===== config.mk =====
export PLATFORM = sky130hd
export DESIGN_NAME = conv_systolic
export DESIGN_NICKNAME = d
export VERILOG_FILES = /design/src/rtl/conv_systolic_pkg.sv /design/src/rtl/conv_ctrl.sv /design/src/rtl/conv_pe.sv /design/src/rtl/conv_datapath.sv /design/src/rtl/conv_systolic.sv
export SDC_FILE = /design/constraint.sdc
export NUM_CORES = 1
export LEC_CHECK = 0
export BUFFER_PORTS_ARGS = -buffer_cell sky130_fd_sc_hd__buf_2
export CAP_MARGIN = 0
export CORE_MARGIN = 8
export CORE_UTILIZATION = 40
export CTS_CLUSTER_DIAMETER = 50
export DETAILED_ROUTE_END_ITERATION = 12
export GPL_TIMING_DRIVEN = 0
export PLACE_DENSITY_LB_ADDON = 0.3
export SLEW_MARGIN = 20
export SYNTH_ARGS = -nofsm -noshare
export SYNTH_HDL_FRONTEND = slang
export SYNTH_SLANG_ARGS = --single-unit

===== constraint.sdc =====
create_clock -name clk -period 5.9 [get_ports clk]
set_input_delay 1.18 -clock clk [delete_from_list [all_inputs] [get_ports clk]]
set_output_delay 1.18 -clock clk [all_outputs]
set_load 0.005 [all_outputs]

===== src/rtl/conv_systolic_pkg.sv =====
package conv_systolic_pkg;
  localparam int TAPS     = 4;
  localparam int SAMPLE_W = 8;
  localparam int WEIGHT_W = 8;
  localparam int SUM_W    = 20;

  typedef struct packed {
    logic clear;   // synchronous clear of samples and sums
    logic step;    // advance the array by one sample
    logic load;    // write one coefficient
  } ctlStrobes_t;
endpackage


===== src/rtl/conv_ctrl.sv =====
module conv_ctrl
  import conv_systolic_pkg::*;
#(
  parameter int NTAPS = TAPS
) (
  input  logic        clk,
  input  logic        rst,
  input  logic        sampleValid,
  input  logic        loadEn,
  output ctlStrobes_t ctl,
  output logic        resultValid
);
  // The result register holds window i after sample i + 2*(NTAPS-1) is taken.
  localparam int FILL  = 2 * (NTAPS - 1);
  localparam int CNT_W = $clog2(FILL + 1);

  logic [CNT_W-1:0] fillCnt;
  logic             arrayFull;

  assign arrayFull = (fillCnt == CNT_W'(FILL));

  always_comb begin
    ctl.clear = rst;
    ctl.step  = sampleValid & ~rst;
    ctl.load  = loadEn & ~sampleValid & ~rst;
  end

  always_ff @(posedge clk) begin
    if (rst) begin
      fillCnt     <= '0;
      resultValid <= 1'b0;
    end else begin
      resultValid <= sampleValid & arrayFull;
      if (sampleValid && !arrayFull) fillCnt <= fillCnt + 1'b1;
    end
  end
endmodule


===== src/rtl/conv_pe.sv =====
module conv_pe #(
  parameter int SAMPLE_W = 8,
  parameter int WEIGHT_W = 8,
  parameter int SUM_W    = 20
) (
  input  logic                       clk,
  input  logic                       clear,
  input  logic                       step,
  input  logic signed [WEIGHT_W-1:0] weight,
  input  logic signed [SAMPLE_W-1:0] xIn,
  input  logic signed [SUM_W-1:0]    sumIn,
  output logic signed [SAMPLE_W-1:0] xOut,
  output logic signed [SUM_W-1:0]    sumOut
);
  logic signed [SAMPLE_W-1:0] xNear, xFar;
  logic signed [SUM_W-1:0]    product, sumQ;

  // Two sample stages per cell against one sum stage: the sum overtakes
  // the samples, so each cell meets one sample older than the previous.
  assign product = SUM_W'(weight) * SUM_W'(xIn);

  always_ff @(posedge clk) begin
    if (clear) begin
      xNear <= '0;
      xFar  <= '0;
      sumQ  <= '0;
    end else if (step) begin
      xNear <= xIn;
      xFar  <= xNear;
      sumQ  <= sumIn + product;
    end
  end

  assign xOut   = xFar;
  assign sumOut = sumQ;
endmodule


===== src/rtl/conv_datapath.sv =====
module conv_datapath
  import conv_systolic_pkg::*;
#(
  parameter int NTAPS = TAPS,
  parameter int SW    = SAMPLE_W,
  parameter int WW    = WEIGHT_W,
  parameter int RW    = SUM_W
) (
  input  logic                         clk,
  input  ctlStrobes_t                  ctl,
  input  logic [$clog2(NTAPS)-1:0]     loadSel,
  input  logic signed [WW-1:0]         loadWeight,
  input  logic signed [SW-1:0]         sampleIn,
  output logic signed [RW-1:0]         resultOut
);
  localparam int SEL_W = $clog2(NTAPS);

  logic signed [WW-1:0] weightQ [NTAPS];
  logic signed [SW-1:0] xLink   [NTAPS];
  logic signed [RW-1:0] sumLink [NTAPS+1];
  logic signed [SW-1:0] xTailUnused;

  assign xLink[0]   = sampleIn;
  assign sumLink[0] = '0;
  assign resultOut  = sumLink[NTAPS];

  for (genvar p = 0; p < NTAPS; p++) begin : g_cell
    // Cell p holds tap NTAPS-1-p: the newest sample meets the last tap first.
    always_ff @(posedge clk) begin
      if (ctl.load && loadSel == SEL_W'(NTAPS - 1 - p)) weightQ[p] <= loadWeight;
    end

    if (p < NTAPS - 1) begin : g_mid
      conv_pe #(.SAMPLE_W(SW), .WEIGHT_W(WW), .SUM_W(RW)) u_pe (
        .clk(clk), .clear(ctl.clear), .step(ctl.step), .weight(weightQ[p]),
        .xIn(xLink[p]), .sumIn(sumLink[p]),
        .xOut(xLink[p+1]), .sumOut(sumLink[p+1])
      );
    end else begin : g_last
      conv_pe #(.SAMPLE_W(SW), .WEIGHT_W(WW), .SUM_W(RW)) u_pe (
        .clk(clk), .clear(ctl.clear), .step(ctl.step), .weight(weightQ[p]),
        .xIn(xLink[p]), .sumIn(sumLink[p]),
        .xOut(xTailUnused), .sumOut(sumLink[p+1])
      );
    end
  end
endmodule


===== src/rtl/conv_systolic.sv =====
module conv_systolic
  import conv_systolic_pkg::*;
(
  input  logic                         clk,
  input  logic                         rst,
  input  logic                         sampleValid,
  input  logic signed [SAMPLE_W-1:0]   sampleIn,
  input  logic                         loadEn,
  input  logic [$clog2(TAPS)-1:0]      loadSel,
  input  logic signed [WEIGHT_W-1:0]   loadWeight,
  output logic                         resultValid,
  output logic signed [SUM_W-1:0]      resultOut
);
  ctlStrobes_t ctl;

  conv_ctrl #(.NTAPS(TAPS)) u_ctrl (
    .clk(clk), .rst(rst), .sampleValid(sampleValid), .loadEn(loadEn),
    .ctl(ctl), .resultValid(resultValid)
  );

  conv_datapath #(.NTAPS(TAPS), .SW(SAMPLE_W), .WW(WEIGHT_W), .RW(SUM_W)) u_dp (
    .clk(clk), .ctl(ctl), .loadSel(loadSel), .loadWeight(loadWeight),
    .sampleIn(sampleIn), .resultOut(resultOut)
  );
endmodule


==> run metrics <==
Overflow after GRT 0; Sw Ratio 0.355; DRC Markers 0; fmax 0.164 GHz; Slew Viols, Final 0; wire length per cell 17.0 µm; Internal 2.41 mW; Placeable Area 44000 µm²; post-synthesis sequential area ratio 0.199; Syn Nets 2322; footprint of the multi-input gates 13400 µm²; Slew @ Worst Pin 1.04 ns; Design Area, Final 20400 µm²; Setup CP Type register to register; status finished, violations left; YS warnings 0; setup TNS -0.324 ns; Cell Rows 77; Port Buffers 39; sequential power share 0.344; CTS H-tree depth 4; failing checks negative setup slack; startpoint types register; total CTS buffers 17; HP Class register to register; largest net degree at the start of global routing 17; Max clock buf depth 2; min Tclk post-route 6.10 ns; Worst Path Arrival 6.43 ns; VDD IR-drop max 0.225 mV; WP data required 6.24 ns; post-route setup slack -0.197 ns; Slowest-stage cell, CP fa_1; Max stage delay on crit path 0.55 ns; Worst-path clk slew 0.07 ns; crit path buf inv count 7; max-cap viol count 0; Die Ht 227 µm; Avg Cell Area, Syn 9.34 µm²; post-route ant nets 0; Worst path top cell family by delay adder cells; Area growth, synth to finish 15.0%; dpl ws -0.700 ns; Async SR Flop Fraction 0; Placer Congestion 0.837; power share of the clock group 0.315; placed cells 2532; skew final 0.0105 ns; drt initial violations 638; final WL 44500 µm; Clock Latency Late Sink 0.45 ns; global router's overall resource usage 0.180; Crit Path Max Fanout 6; synthesized area 17700 µm²; Max transition margin 0.304; Sequential Area 3540 µm²; drt pass-1 iters 5; placement-stage cell area 18700 µm²; leakage 9.94 nW; vias in the first global route 14000; post-synthesis cell type count 64; Layout Cells excl Fill 2622; hold_buf cts 0; Nets 2438; Mapped Cells 1900; initial antenna violation count 4; hpwl dp 34500 µm; vias per inst 5.00; CTS tree built; synthesized flop and latch total 160; IO Pins 43; crit path capture type register; clock root cell clkbuf_16; Die Wd 227 µm; layout cells sized above 1 0.135; Sink Count 160; die area 51400 µm²; Via Count 13100; Starting Density 0.403; Setup Viol. Count Final 2; Layout fillers 4175; Primary FF master, synth dfxtp_1; first-pass GRT wire length 72700 µm; final hold vios 0; power per standard cell area 183 nW/µm²; RSZ-0062 raised after global routing yes; Final Cycle Share 1.03; Comb pwr share 0.341; number of synthesized flops with an enable pin 32; NetSw 1.32 mW
==> kinds of logic (layout without fill, tap and decap cells) <==
family                   Yosys count  in the layout  synth area share
XOR/XNOR                         106            106            0.0539
multiplexers                      91             91            0.0515
adder cells (fa/ha/maj)          400            400             0.376
other                              0              1                 0
AO/OA/AOI/OAI                    243            243            0.0904
buffers and inverters            377            506            0.0798
flip-flops                       160            160             0.199
AND/OR/NAND/NOR                  523            523             0.149
==> routing by layer <==
| metal | up-vias | share of wire | global-route usage |
|---|---|---|---|
| met1 | 6516 | 0.43 | 0.220 |
| li1 | 6307 | - | - |
| met5 | - | 0.00029 | 0 |
| met2 | 219 | 0.50 | 0.322 |
| met3 | 59 | 0.036 | 0.0275 |
| met4 | 2 | 0.026 | 0.0600 |
==> tightest hold or removal path, delay by kind of cell, from the launching register on <==
family | cells | cell delay [ns]
AND/OR/NAND/NOR | 1 | 0.05
flip-flops | 1 | 0.31
AO/OA/AOI/OAI | 1 | 0.06
==> stage by stage <==
stage	total power, mW	util	hold slack, ns
6_report	3.73	0.464	0.457
5_1_grt	3.98	0.464	0.483
4_1_cts	3.71	0.452	0.459
3_5_place_dp	2.50	0.425	0.441
3_3_place_gp	2.47	0.424	0.440
2_1_floorplan	2.21	-	0.429
==> synthesized netlist by cell type (21+ instances only) <==
master    instances  share of area
nand2_1         100          0.021
nor2b_1          29          0.010
xor2_1           29          0.014
nand2b_1         21         0.0074
fa_1            223           0.25
o21ai_0          48          0.014
ha_1            177           0.12
a21oi_1          73          0.021
xnor2_1          75          0.037
clkbuf_1         39         0.0083
nor2_1          145          0.031
mux2i_1          88          0.050
dfxtp_1         128           0.14
and2_1          168          0.059
a21o_1           26          0.011
inv_1           336          0.071
edfxtp_1         32          0.054
==> cells in the final DEF, fill, tap and decap left out, types with 21 or more instances in the layout <==
cell type and instances:
a21o_1 26, a21oi_1 57, and2_1 156, buf_2 40
buf_4 61, clkbuf_1 29, dfxtp_1 114, edfxtp_1 32
fa_1 219, ha_1 156, inv_1 322, mux2i_1 88
nand2_1 100, nand2b_1 21, nor2_1 145, nor2b_1 27
o21ai_0 37, xnor2_1 66, xor2_1 27
==> power by group through the flow <==
stage | Clock, mW | Combinational [mW] | Sequential (mW)
2_1_floorplan | 0 | 0.937 | 1.27
3_3_place_gp | 0 | 1.17 | 1.30
3_5_place_dp | 0 | 1.20 | 1.30
4_1_cts | 1.20 | 1.24 | 1.28
5_1_grt | 1.24 | 1.45 | 1.29
6_report | 1.18 | 1.27 | 1.28
==> registers in the layout, indices dropped and copies added (netlist names) <==
| name | count |
|---|---|
| u_dp.g_cell.g_mid.u_pe.sumOut | 56 |
| u_dp.weightQ | 32 |
| u_dp.g_cell.g_mid.u_pe.xNear | 24 |
| u_dp.g_cell.g_mid.u_pe.xOut | 24 |
| u_dp.g_cell.g_last.u_pe.sumOut | 20 |
| u_ctrl.fillCnt | 3 |
| u_ctrl.resultValid | 1 |
==> timing repair <==
item | in CTS | in global routing
gates cloned | 0 | 0
gates resized for setup | 67 | 87
pin swaps | 32 | 44
setup buffers | 48 | 17
endpoints found under the setup margin | 18 | 17
==> worst paths after layout <==
check,end,cells after the start,startpoint,slack [ns]
hold reg to reg,u_dp.g_cell[3].g_last.u_pe.sumOut[17],2,u_dp.g_cell[3].g_last.u_pe.sumOut[17],0.46
setup reg to reg,u_dp.g_cell[2].g_mid.u_pe.sumOut[19],26,u_dp.weightQ[2][6],-0.20
hold / removal,u_dp.g_cell[3].g_last.u_pe.sumOut[17],2,u_dp.g_cell[3].g_last.u_pe.sumOut[17],0.46
setup / recovery,u_dp.g_cell[2].g_mid.u_pe.sumOut[19],26,u_dp.weightQ[2][6],-0.20
==> area by class of cell <==
| type | count | area share |
|---|---|---|
| timing repair buffer | 104 | 0.0342 |
| tap | 592 | 0.0363 |
| inverter | 336 | 0.0618 |
| buffer | 34 | 0.00748 |
| antenna | 1 | 0.000123 |
| clock inverter | 15 | 0.00840 |
| multi-input combinational | 1363 | 0.657 |
| sequential | 160 | 0.174 |
| clock buffer | 17 | 0.0208 |
Note: power is estimated with default switching activity, not from simulation.
